File: src/rtl/ldm_uop_pkg.sv
package ldm_uop_pkg;

  typedef enum logic [1:0] {
    UK_BASE   = 2'd0,
    UK_XFER   = 2'd1,
    UK_WB_ADD = 2'd2,
    UK_WB_SUB = 2'd3
  } uop_kind_e;

  typedef enum logic [1:0] {
    SQ_IDLE = 2'd0,
    SQ_BASE = 2'd1,
    SQ_XFER = 2'd2,
    SQ_WB   = 2'd3
  } seq_state_e;

  // Base copy: upper half of the instruction only.
  function automatic logic [31:0] base_copy_word(input logic [31:0] ins);
    return {ins[31:16], 16'h0000};
  endfunction

  // Base update: condition, fixed opcode bits, base as source and
  // destination, byte span as immediate.
  function automatic logic [31:0] wb_word(input logic [31:0] ins,
                                          input logic [11:0] span);
    logic [31:0] w;
    w = {ins[31:28], 28'h0} | 32'h0240_0000;
    w[19:16] = ins[19:16];
    w[15:12] = ins[19:16];
    w[11:0]  = span;
    return w;
  endfunction

endpackage

File: src/rtl/ldm_mode_dec.sv
module ldm_mode_dec #(
  parameter int LIST_W = 16,
  parameter int OFF_W  = 8,
  localparam int CNT_W = $clog2(LIST_W + 1)
) (
  input  logic [4:0]        mode,
  input  logic [LIST_W-1:0] list,
  output logic              mode_ok,
  output logic [CNT_W-1:0]  n_regs,
  output logic [OFF_W-1:0]  start_off
);

  always_comb begin
    n_regs = '0;
    for (int i = 0; i < LIST_W; i++) n_regs = n_regs + CNT_W'(list[i]);
  end

  always_comb begin
    unique case (mode)
      5'h01, 5'h03, 5'h08, 5'h09, 5'h0B,
      5'h11, 5'h12, 5'h18, 5'h19: mode_ok = 1'b1;
      default:                    mode_ok = 1'b0;
    endcase
  end

  // mode[4] = pre-index, mode[3] = ascending
  always_comb begin
    unique case (mode[4:3])
      2'b00:   start_off = OFF_W'(4 * int'(n_regs) - 4);
      2'b01:   start_off = '0;
      2'b10:   start_off = OFF_W'(4 * int'(n_regs));
      default: start_off = OFF_W'(4);
    endcase
  end

endmodule

File: src/rtl/ldm_low_pick.sv
module ldm_low_pick #(
  parameter int LIST_W = 16,
  localparam int IDX_W = $clog2(LIST_W)
) (
  input  logic [LIST_W-1:0] mask,
  output logic              any,
  output logic [IDX_W-1:0]  idx,
  output logic [LIST_W-1:0] rest
);

  logic [LIST_W-1:0] below;   // bit i set when some lower bit is set

  genvar g;
  generate
    for (g = 0; g < LIST_W; g++) begin : g_below
      if (g == 0) begin : g_first
        assign below[g] = 1'b0;
      end else begin : g_next
        assign below[g] = below[g-1] | mask[g-1];
      end
    end
  endgenerate

  always_comb begin
    idx = '0;
    for (int i = LIST_W - 1; i >= 0; i--)
      if (mask[i]) idx = IDX_W'(i);
  end

  assign any  = |mask;
  assign rest = mask & below;

endmodule

File: src/rtl/ldm_uop_seq.sv
module ldm_uop_seq #(
  parameter int LIST_W = 16,
  parameter int OFF_W  = 8,
  localparam int CNT_W = $clog2(LIST_W + 1),
  localparam int IDX_W = $clog2(LIST_W)
) (
  input  logic              clk,
  input  logic              rst_n,
  input  logic              in_valid,
  output logic              in_ready,
  input  logic [31:0]       in_instr,
  output logic              out_valid,
  input  logic              out_ready,
  output logic [1:0]        out_kind,
  output logic [IDX_W-1:0]  out_reg,
  output logic [OFF_W-1:0]  out_offset,
  output logic              out_load,
  output logic [31:0]       out_word,
  output logic              out_last,
  output logic              bad_mode
);
  import ldm_uop_pkg::*;

  seq_state_e        st_q;
  logic [31:0]       ins_q;
  logic [LIST_W-1:0] mask_q;
  logic [OFF_W-1:0]  off_q;
  logic [CNT_W-1:0]  n_q;
  logic              bad_q;

  logic              dec_ok;
  logic [CNT_W-1:0]  dec_n;
  logic [OFF_W-1:0]  dec_start;
  logic              pk_any;
  logic [IDX_W-1:0]  pk_idx;
  logic [LIST_W-1:0] pk_rest;

  // named events
  logic in_fire, out_fire, xfer_fire, reject_fire;
  logic up_q, wb_q;

  ldm_mode_dec #(.LIST_W(LIST_W), .OFF_W(OFF_W)) u_dec (
    .mode      (in_instr[24:20]),
    .list      (in_instr[LIST_W-1:0]),
    .mode_ok   (dec_ok),
    .n_regs    (dec_n),
    .start_off (dec_start)
  );

  ldm_low_pick #(.LIST_W(LIST_W)) u_pick (
    .mask (mask_q),
    .any  (pk_any),
    .idx  (pk_idx),
    .rest (pk_rest)
  );

  assign up_q        = ins_q[23];
  assign wb_q        = ins_q[21];
  assign in_ready    = (st_q == SQ_IDLE);
  assign in_fire     = in_valid && in_ready;
  assign reject_fire = in_fire && !dec_ok;
  assign out_valid   = (st_q != SQ_IDLE);
  assign out_fire    = out_valid && out_ready;
  assign xfer_fire   = out_fire && (st_q == SQ_XFER);
  assign bad_mode    = bad_q;

  always_comb begin
    out_kind   = UK_BASE;
    out_reg    = IDX_W'(ins_q[19:16]);
    out_offset = '0;
    out_load   = 1'b0;
    out_word   = '0;
    out_last   = 1'b0;
    unique case (st_q)
      SQ_BASE: begin
        out_kind = UK_BASE;
        out_word = base_copy_word(ins_q);
        out_last = !pk_any && !wb_q;
      end
      SQ_XFER: begin
        out_kind   = UK_XFER;
        out_reg    = pk_idx;
        out_offset = off_q;
        out_load   = ins_q[20];
        out_last   = (pk_rest == '0) && !wb_q;
      end
      SQ_WB: begin
        out_kind = up_q ? UK_WB_ADD : UK_WB_SUB;
        out_word = wb_word(ins_q, 12'(4 * int'(n_q)));
        out_last = 1'b1;
      end
      default: ;
    endcase
  end

  always_ff @(posedge clk) begin
    if (!rst_n) begin
      st_q   <= SQ_IDLE;
      ins_q  <= '0;
      mask_q <= '0;
      off_q  <= '0;
      n_q    <= '0;
      bad_q  <= 1'b0;
    end else begin
      bad_q <= reject_fire;
      unique case (st_q)
        SQ_IDLE: if (in_fire && dec_ok) begin
          ins_q  <= in_instr;
          mask_q <= in_instr[LIST_W-1:0];
          off_q  <= dec_start;
          n_q    <= dec_n;
          st_q   <= SQ_BASE;
        end
        SQ_BASE: if (out_fire) begin
          if (pk_any)    st_q <= SQ_XFER;
          else if (wb_q) st_q <= SQ_WB;
          else           st_q <= SQ_IDLE;
        end
        SQ_XFER: if (out_fire) begin
          mask_q <= pk_rest;
          off_q  <= up_q ? off_q + OFF_W'(4) : off_q - OFF_W'(4);
          if (pk_rest == '0) st_q <= wb_q ? SQ_WB : SQ_IDLE;
        end
        SQ_WB: if (out_fire) st_q <= SQ_IDLE;
        default: st_q <= SQ_IDLE;
      endcase
    end
  end

  AST_BUSY_NO_TAKE: assert property (@(posedge clk) disable iff (!rst_n)
    out_valid |-> !in_ready);
  AST_HOLD_STALL: assert property (@(posedge clk) disable iff (!rst_n)
    (out_valid && !out_ready) |=> (out_valid && $stable(out_kind) &&
      $stable(out_reg) && $stable(out_offset) && $stable(out_word) &&
      $stable(out_last) && $stable(out_load)));
  AST_REJECT_SILENT: assert property (@(posedge clk) disable iff (!rst_n)
    bad_mode |-> !out_valid);
  AST_OFFSET_STEP: assert property (@(posedge clk) disable iff (!rst_n)
    (xfer_fire && pk_rest != '0) |=> (out_kind == UK_XFER &&
      out_offset == ($past(up_q) ? $past(out_offset) + OFF_W'(4)
                                 : $past(out_offset) - OFF_W'(4))));
  AST_WB_IS_LAST: assert property (@(posedge clk) disable iff (!rst_n)
    (out_valid && out_kind[1]) |-> out_last);
  AST_END_AFTER_LAST: assert property (@(posedge clk) disable iff (!rst_n)
    (out_fire && out_last) |=> !out_valid);

endmodule

File: config.mk
export PLATFORM = sky130hd
export DESIGN_NAME = ldm_uop_seq
export DESIGN_NICKNAME = d
export VERILOG_FILES = /design/src/rtl/ldm_uop_pkg.sv /design/src/rtl/ldm_mode_dec.sv /design/src/rtl/ldm_low_pick.sv /design/src/rtl/ldm_uop_seq.sv
export SDC_FILE = /design/constraint.sdc
export NUM_CORES = 1
export LEC_CHECK = 0
export BUFFER_PORTS_ARGS = -buffer_cell sky130_fd_sc_hd__buf_4
export CORE_UTILIZATION = 45
export DETAILED_ROUTE_END_ITERATION = 8
export GPL_TIMING_DRIVEN = 0
export PLACE_DENSITY = 0.69
export SLEW_MARGIN = 0
export SYNTH_ARGS = -nofsm -noshare
export SYNTH_HDL_FRONTEND = slang
export SYNTH_HIERARCHICAL = 1
export SYNTH_SLANG_ARGS = --single-unit
File: constraint.sdc
create_clock -name clk -period 5.45 [get_ports clk]
set_input_delay 0.8175 -clock clk [delete_from_list [all_inputs] [get_ports clk]]
set_output_delay 0.8175 -clock clk [all_outputs]
set_load 0.05 [all_outputs]
== After elaboration in Yosys (flattened, before gate mapping) ==
Memories as Yosys holds them, arrays and structs flattened.
Index checks and enable logic that the tools add are counted.

* Bits in registers: 64
* Bits in read-only memories: 32
* Input port bits: 36
* Memories kept: 1

{| class="wikitable"
|+ Memory list
! memory !! depth !! width !! read ports !! clocked after memory_dff !! write ports !! RTL line !! text
|-
| (name not given) || 32 || 1 || 1 || 0 || 0 || ldm_mode_dec.sv:19 || <nowiki>unique case (mode)</nowiki>
|}

* Add/sub/neg operators: 18
* Equality and inequality tests: 10
* Mux-type cells: 39
* Bitwise gates (word level): 15
* Reduce and logical (&&, ||, !) cells: 18

{| class="wikitable"
|+ Operators by type and width
! cell !! count
|-
| 5-bit by 1-bit adder with 5-bit output || 14
|-
| 4-bit two-way mux || 17
|-
| 32-bit one-hot mux with 2 select lines || 1
|-
| 16-bit two-way mux || 2
|-
| 8-bit two-way mux || 4
|-
| 16-bit one-hot mux with 2 select lines || 1
|-
| 8-bit one-hot mux with 3 select lines || 1
|-
| 16-bit bitwise AND || 1
|-
| 16-bit logical NOT || 1
|-
| 8-bit one-hot mux with 2 select lines || 1
|-
| 16-bit OR reduction || 1
|-
| 2-bit two-way mux || 7
|-
| 1-bit OR || 14
|-
| 8-bit by 3-bit adder with 8-bit output, second input constant || 1
|-
| 2-bit one-hot mux with 4 select lines || 1
|-
| 7-bit by 3-bit subtractor with 8-bit output, second input constant || 1
|-
| 8-bit by 3-bit subtractor with 8-bit output, second input constant || 1
|-
| 2-bit == test, second input constant || 3
|-
| 1-bit logical AND || 6
|-
| 2-bit != test, second input constant || 3
|-
| 5-bit AND reduction || 1
|-
| 2-bit by 1-bit == test with 1-bit output, second input constant || 2
|-
| 2-bit logical NOT || 2
|-
| 2-bit by 1-bit != test with 1-bit output, second input constant || 2
|-
| 8 further kinds || 12
|}

== Longest topological paths before layout ==
Gate-level depths: netlist of the first run.

* Depth in word-level cells: 19
* Depth in mapped cells: 17
* Gate-level depth less buffers: 17

== Hierarchy ==
The synthesis of the first run kept the hierarchy.

{| class="wikitable"
|+ Modules (own cells, without submodules)
! module !! times used !! cells an instance !! area each (µm²)
|-
| ldm_uop_seq || 1 || 320 || 2605.0
|-
| ldm_mode_dec || 1 || 64 || 564.3
|-
| ldm_low_pick || 1 || 54 || 324.1
|}

== Worst setup path after synthesis of the first run ==
Ideal clock, no wire load.

* Kind: input -> register
* From: input in_instr[0]
* To: register off_q[7]
* Library setup time: 0.070 ns
* Arrival: 4.736 ns
* Data required time: 5.380 ns
* Path slack: 0.644 ns
* Stages on the path: 17
* Cell sequence: fa_1 > inv_1 > fa_1 > fa_1 > fa_1 > inv_1 > ha_1 > inv_1 > fa_1 > xor2_1 > inv_2 > or4_1 > or2_0 > nor3_2 > or3_1 > o2111ai_1 > a21oi_1

* Word-level cells in the longest chain between the ends: 19

{| class="wikitable"
|+ RTL lines
! item !! RTL line !! text
|-
| from (decl) || ldm_uop_seq.sv:11 || <nowiki>input logic [31:0] in_instr,</nowiki>
|-
| 1-bit by 1-bit adder with 2-bit output || ldm_mode_dec.sv:15 || <nowiki>for (int i = 0; i < LIST_W; i++) n_regs = n_regs + CNT_W'(list[i]);</nowiki>
|-
| 5-bit by 1-bit adder with 5-bit output (14 in a row) || ldm_mode_dec.sv:15 ||
|-
| net dec_n[2] || ldm_uop_seq.sv:32 || <nowiki>logic [CNT_W-1:0] dec_n;</nowiki>
|-
| 7-bit by 3-bit subtractor with 8-bit output || ldm_mode_dec.sv:29 || <nowiki>2'b00: start_off = OFF_W'(4 * int'(n_regs) - 4);</nowiki>
|-
| 8-bit one-hot mux with 3 select lines || ldm_mode_dec.sv:28 || <nowiki>unique case (mode[4:3])</nowiki>
|-
| net dec_start[7] || ldm_uop_seq.sv:33 || <nowiki>logic [OFF_W-1:0] dec_start;</nowiki>
|-
| 8-bit two-way mux || ldm_uop_seq.sv:107 || <nowiki>SQ_IDLE: if (in_fire && dec_ok) begin</nowiki>
|-
| 8-bit one-hot mux with 2 select lines || ldm_uop_seq.sv:106 || <nowiki>unique case (st_q)</nowiki>
|-
| to (signal assigned) || ldm_uop_seq.sv:110 || <nowiki>off_q <= dec_start;</nowiki>
|-
| to (signal assigned) || ldm_uop_seq.sv:121 || <nowiki>off_q <= up_q ? off_q + OFF_W'(4) : off_q - OFF_W'(4);</nowiki>
|-
| to (decl) || ldm_uop_seq.sv:27 || <nowiki>logic [OFF_W-1:0] off_q;</nowiki>
|}

The timed path passes the listed nets, and every way through them passes these cells. The select of a mux whose other input is x is not followed.
A chain may end at the register's enable or synchronous reset.

== Final worst setup path of the first run ==
Same ends and word-level chain as after synthesis.

==> results of run 1 <==
power by group:
part | total, mW | leakage, nW | switching, mW | internal [mW]
logic | 0.763 | 1.45 | 0.461 | 0.302
clock network | 0.270 | 0.0541 | 0.134 | 0.136
registers | 0.430 | 0.391 | 0.0408 | 0.389
metal layers:
layer	part of all wire (%)	GRT usage, %
met1	46	31.5
met2	48	40.4
met3	4.7	3.05
met4	1.4	5.65
met5	0	0
layout make-up:
class	instances	area [sq um]	area share [%]
Clock inverter	3	42.5	0.978
Sequential cell	48	961	22.1
Clock buffer	5	68.8	1.58
Buffer	29	150	3.45
Multi-Input combinational cell	333	2280	52.4
Tap cell	99	124	2.85
Inverter	35	131	3.02
Timing Repair Buffer	79	593	13.6
per-stage QoR:
stage | hold WS (ns) | power [mW] | instances | utilization, %
finish | 0.455 | 1.46 | 631 | 59.0
global placement | 0.438 | 1.18 | 623 | 57.5
global route | 0.472 | 1.56 | 631 | 59.0
CTS | 0.456 | 1.46 | 631 | 59.0
detailed placement | 0.442 | 1.19 | 623 | 57.5
floorplan | 0.432 | 0.994 | 445 | -
flip-flops by register name, summed over array words and instances (netlist names):
name,flops
bad_mode,1
ins_q,16
mask_q,16
n_q,5
off_q,8
st_q,2
synth_stat cells (3+ instances only):
master / instances / share of area (%)
o21ai_0: 5 / 0.72
and2_1: 28 / 5.0
xnor2_1: 4 / 1.0
a211oi_1: 18 / 3.9
nor2_1: 39 / 4.2
a21boi_0: 3 / 0.64
conb_1: 3 / 0.32
buf_2: 3 / 0.43
buf_4: 10 / 2.1
o21a_1: 4 / 0.86
dfxtp_1: 48 / 28
nor3_1: 3 / 0.43
mux2_2: 4 / 1.3
a31oi_1: 3 / 0.54
nand2_1: 56 / 6.0
a21o_1: 5 / 1.1
ha_1: 15 / 5.4
fa_1: 11 / 6.3
nor2b_1: 12 / 2.1
inv_1: 33 / 3.5
a21oi_1: 43 / 6.2
clkbuf_1: 14 / 1.5
nand2b_1: 4 / 0.72
o22ai_1: 3 / 0.54
xor2_1: 3 / 0.75
nand3_1: 3 / 0.43
mux2i_1: 20 / 5.7
or4_4: 3 / 0.97
worst reg2reg max path, cell delays in order, from the launching register on:
cell,delay [ns]
dfxtp_1,0.39
nor4_4,0.38
nand3_2,0.20
o41a_1,0.39
or4_4,0.56
o41ai_4,0.47
nand2_1,0.10
a22oi_1,0.18
nor2_1,0.06
logic make-up after synthesis:
| family | count (synthesis) |
|---|---|
| compound gates | 100 |
| xor+xnor | 7 |
| fa+ha+maj | 26 |
| buf+inv | 64 |
| flops | 48 |
| mux | 25 |
| other cells | 3 |
| simple gates | 165 |
worst min-delay path by stage:
| stage | slack, ns | cells after the start | end | start |
|---|---|---|---|---|
| after floorplan | 0.43 | 2 | ins_q[24]$_SDFFE_PN0P_ | ins_q[24]$_SDFFE_PN0P_ |
| after global placement | 0.44 | 2 | ins_q[27]$_SDFFE_PN0P_ | ins_q[27]$_SDFFE_PN0P_ |
| after detailed placement | 0.44 | 2 | ins_q[27]$_SDFFE_PN0P_ | ins_q[27]$_SDFFE_PN0P_ |
| after CTS | 0.46 | 2 | ins_q[27]$_SDFFE_PN0P_ | ins_q[27]$_SDFFE_PN0P_ |
| after global routing | 0.47 | 2 | ins_q[27]$_SDFFE_PN0P_ | ins_q[27]$_SDFFE_PN0P_ |
| final | 0.46 | 2 | ins_q[24]$_SDFFE_PN0P_ | ins_q[24]$_SDFFE_PN0P_ |
==> impl_metrics.yaml, run 1 <==
synthesis:
  synth_area_sq_um: 3490
  synth_flop_cell: "dfxtp_1"
  synth.avg_cell_area_sq_um: 7.98
  yosys_warnings: 6
  synthAdderAreaFrac_pct: 11.7
  synthMuxAreaShare_pct: 7.66
  synth_cell_types: 59
  synth_xor_area_share_pct: 1.76
  synthSimpleGateAreaFrac_pct: 23.9
  synth_top_family_by_area: "simple AND/OR/NAND/NOR gates"
  yosysSeqAreaShare_pct: 27.5
  synth-compound-area-share_pct: 19.1
  synth-async-reset-ratio_pct: 0
  synth-edff-count: 0
  syn-instance-count: 438
  ys_seq_elements: 48
sta:
  setup_slack_ns: 0.498
  drv_slew: 0
  max-slew-margin-rel_pct: 50.9
  tns_ns: 0
  timing.final.crit_share_pct: 90.9
  clock.fmax_mhz: 202
  clock_skew_ns: 0.00903
  setup_viol: 0
  worst_slew_pin_slew_ns: 0.737
  fin_crit_ns: 4.95
  rsz0062_at_grt: "false"
  report.final.hold_viol_count: 0
drt:
  drtIter0Drc: 125
  vias: 3332
  routed_wl_um: 9580
  detail-route-antenna-nets: 0
  routed_via_density: 5.28
  first_pass_iters: 6
  drt-wirelength-per-cell_um: 15.2
  drc_errors: 0
critical_path:
  worstPathRequired_ns: 5.70
  critPathKind: "primary input to flop"
  arrival_ns: 5.20
  cp.depth: 18
  cp_common_cell: "fa_1"
  critPathSlowestCell: "fa_1"
  path_buf_inv: 5
  startpoint: "in_instr[0]"
  crit_family: "adder cells"
  cp-end-kind: "flop"
  worst_r2r_path_depth: 8
  timing.rr.start: "mask_q[2]$_SDFFE_PN0P_"
  cp-start-kind: "primary input"
  r2r_slack_ns: 2.59
  worst_path_largest_cell_delay_ns: 0.56
  cp_max_fo: 3
  crit_chain: "buf_4 -> fa_1 -> inv_1 -> fa_1 -> fa_1 -> fa_1 -> inv_1 -> ha_1 -> inv_1 -> fa_1 -> xor2_1 -> inv_2 -> or4_1 -> or2_0 -> nor3_2 -> or3_1 -> o2111ai_1 -> a21oi_1"
  reg2reg_to: "st_q[1]$_SDFFE_PN0P_"
  cp-endpoint: "off_q[7]$_SDFFE_PN0P_"
power:
  leakage_nw: 1.90
  p_per_area_nw_per_um2: 337
  irDropWorstVdd_mv: 0.223
layout:
  final_common_cell: "buf_4"
  fin_area_sq_um: 4350
  nets: 593
  area_growth_syn_to_layout_pct: 24.5
  layout_common_cells: "buf_4 (89), nand2_1 (56), dfxtp_1 (48)"
  fillers: 706
  layout-drive-gt1-share_pct: 22.2
  antenna_cells: 0
floorplan:
  die-height_um: 90.1
  num_io_pins: 87
  fp.dieW_um: 90.1
  coreArea_sq_um: 7370
  initial_core_util_pct: 47.4
  dieArea_sq_um: 8120
  num_rows: 31
global_routing:
  grt_pass1_wl_um: 15800
  track_usage_pct: 23.6
  antenna_found_initial: 0
  grt_pass1_vias: 3280
  grt_remaining_overflow: 0
  grt_start_max_net_pins: 16
cts:
  root_buffer: "clkbuf_8"
  cts_made_buffers: 5
  clkSinkCount: 48
  clk_pin_slew_ns: 0.10
  cts_hold_buffers: 0
  clkLatencyLatePin_ns: 0.31
  cts_tree: "built"
  ctsResizeCount: 0
  cts_buffer_depth: 2
  h-tree-depth: 2
  post_cts_buffers: 0
placed_design:
  dp_slack_ns: 0.202
  dp_hpwl_um: 7430
  place_congestion: 0.871
  numPortBuffers: 79
  place_area_sq_um: 4240
outcome:
  run_status: "completed"
min_path:
  hold_class: "flop to flop"
run:
  maxCapViolations: 0
Note: power is estimated with default switching activity, not from simulation.
==> inputs of run 2 (changes only) <==
--- a/config.mk
+++ b/config.mk
@@ -6,10 +6,13 @@
 export NUM_CORES = 1
 export LEC_CHECK = 0
 export BUFFER_PORTS_ARGS = -buffer_cell sky130_fd_sc_hd__buf_4
-export CORE_UTILIZATION = 45
+export CELL_PAD_IN_SITES_DETAIL_PLACEMENT = 1
+export CELL_PAD_IN_SITES_GLOBAL_PLACEMENT = 1
+export CORE_UTILIZATION = 39
 export DETAILED_ROUTE_END_ITERATION = 8
 export GPL_TIMING_DRIVEN = 0
-export PLACE_DENSITY = 0.69
+export PLACE_DENSITY_LB_ADDON = 0.1
+export SETUP_SLACK_MARGIN = 0.15
 export SLEW_MARGIN = 0
 export SYNTH_ARGS = -nofsm -noshare
 export SYNTH_HDL_FRONTEND = slang
==> run 2 against run 1 <==
Compared with the run above:
- power rose by 3.1%
- global-route usage rose by 0.073 points
- first-iteration DRC count fell by 17%
==> impl_metrics.yaml, run 2 (synthesis results as in run 1) <==
critical_path:
  cp_max_fo: 3
  r2r_slack_ns: 2.57
  arrival_ns: 5.19
  worstPathRequired_ns: 5.70
  cp-start-kind: "primary input"
  timing.rr.start: "mask_q[3]$_SDFFE_PN0P_"
  critPathKind: "primary input to flop"
  reg2reg_to: "st_q[0]$_SDFFE_PN0P_"
  worst_r2r_path_depth: 7
  cp-end-kind: "flop"
sta:
  drv_slew: 0
  clock_skew_ns: 0.0109
  setup_slack_ns: 0.511
  report.final.hold_viol_count: 0
  max-slew-margin-rel_pct: 48.9
  worst_slew_pin_slew_ns: 0.767
  tns_ns: 0
  fin_crit_ns: 4.94
  setup_viol: 0
  rsz0062_at_grt: "false"
  clock.fmax_mhz: 202
  timing.final.crit_share_pct: 90.6
min_path:
  min-delay-start: "ins_q[29]$_SDFFE_PN0P_"
  hold_end: "ins_q[29]$_SDFFE_PN0P_"
  hold_class: "flop to flop"
  min_delay_path_depth: 2
drt:
  vias: 3417
  drt-wirelength-per-cell_um: 16.7
  routed_via_density: 5.34
  drtIter0Drc: 104
  drc_errors: 0
  detail-route-antenna-nets: 0
  first_pass_iters: 4
  routed_wl_um: 10700
power:
  leakage_nw: 1.91
  irDropWorstVdd_mv: 0.224
  power_mw: 1.51
  p_per_area_nw_per_um2: 345
floorplan:
  dieArea_sq_um: 9340
  num_io_pins: 87
  die-height_um: 96.6
  fp.dieW_um: 96.6
  initial_core_util_pct: 40.3
  coreArea_sq_um: 8680
  num_rows: 34
cts:
  clkSinkCount: 48
  h-tree-depth: 2
  clk_pin_slew_ns: 0.09
  cts_buffer_depth: 2
  cts_hold_buffers: 0
  clkLatencyLatePin_ns: 0.31
  cts_made_buffers: 5
  cts_tree: "built"
  post_cts_buffers: 0
  root_buffer: "clkbuf_8"
  ctsResizeCount: 0
placed_design:
  numPortBuffers: 79
  dp_slack_ns: 0.176
  place_area_sq_um: 4250
  dp_hpwl_um: 8580
  place_congestion: 0.868
layout:
  largest_registers: "ins_q: 16 flops, mask_q: 16 flops, off_q: 8 flops"
  layout_common_cells: "buf_4 (89), nand2_1 (56), dfxtp_1 (48)"
  antenna_cells: 0
  nets: 593
  fin_area_sq_um: 4370
  layout-drive-gt1-share_pct: 22.2
  area_growth_syn_to_layout_pct: 25.2
  final_common_cell: "buf_4"
global_routing:
  grt_pass1_vias: 3598
  track_usage_pct: 23.7
  grt_remaining_overflow: 0
  grt_pass1_wl_um: 17900
  grt_start_max_net_pins: 15
  antenna_found_initial: 0
outcome:
  run_status: "completed"
run:
  maxCapViolations: 0
## run 2: cell types whose count changed in the layout (fill, tap and decap cells not counted), sizes merged
cell and change:
clkbuf +2, clkinv -1, clkinvlp -1
## run 2: per-layer routing
layer  GRT usage [%]  vias to the layer above  part of all wire, %
met2            43.0                       77                   51
met3            2.96                       11                  4.3
li1                -                     1650                    -
met4            4.94                        0                  1.1
met1            29.9                     1679                   43
met5               0                        -                    0
## run 2: layout make-up
class | count | area, sq um
well taps | 108 | 135
flip-flops and latches | 48 | 961
clock buffers | 7 | 96.3
clock inverters | 1 | 30.0
multi-input cells | 333 | 2280
fillers | 1107 | 4300
repair buffers | 79 | 593
inverters | 35 | 131
plain buffers | 29 | 150
## run 2: worst max path at each step
stage	slack (ns)	depth (start not counted)	start	to
global route	0.32	18	in_instr[0]	off_q[7]$_SDFFE_PN0P_
floorplan	0.64	17	in_instr[0]	off_q[7]$_SDFFE_PN0P_
detailed placement	0.18	18	in_instr[0]	off_q[7]$_SDFFE_PN0P_
finish	0.51	18	in_instr[0]	off_q[7]$_SDFFE_PN0P_
global placement	0.25	18	in_instr[0]	off_q[7]$_SDFFE_PN0P_
CTS	0.49	18	in_instr[0]	off_q[7]$_SDFFE_PN0P_
## run 2: worst max-delay path, stage by stage
cell       delay [ns]
buf_4            0.12
fa_1             0.53
inv_1            0.05
fa_1             0.47
fa_1             0.55
fa_1             0.41
inv_1            0.08
ha_1             0.16
inv_1            0.05
fa_1             0.40
xor2_1           0.27
inv_2            0.11
or4_1            0.42
or2_0            0.25
nor3_2           0.11
or3_1            0.13
o2111ai_1        0.12
a21oi_1          0.13
## run 2: where the power goes
group / total, mW / leakage, nW / internal (mW) / switching [mW]
clock network: 0.294 / 0.0645 / 0.162 / 0.132
registers: 0.431 / 0.391 / 0.389 / 0.0421
logic: 0.783 / 1.45 / 0.302 / 0.480
total: 1.51 / 1.91 / 0.854 / 0.654
## run 2: metrics by stage
step / util [%] / hold WS (ns) / instances
after detailed placement: 48.9 / 0.449 / 632
after global routing: 50.4 / 0.482 / 640
after floorplan: - / 0.432 / 445
after global placement: 48.9 / 0.438 / 632
after CTS: 50.4 / 0.462 / 640
final: 50.4 / 0.460 / 640
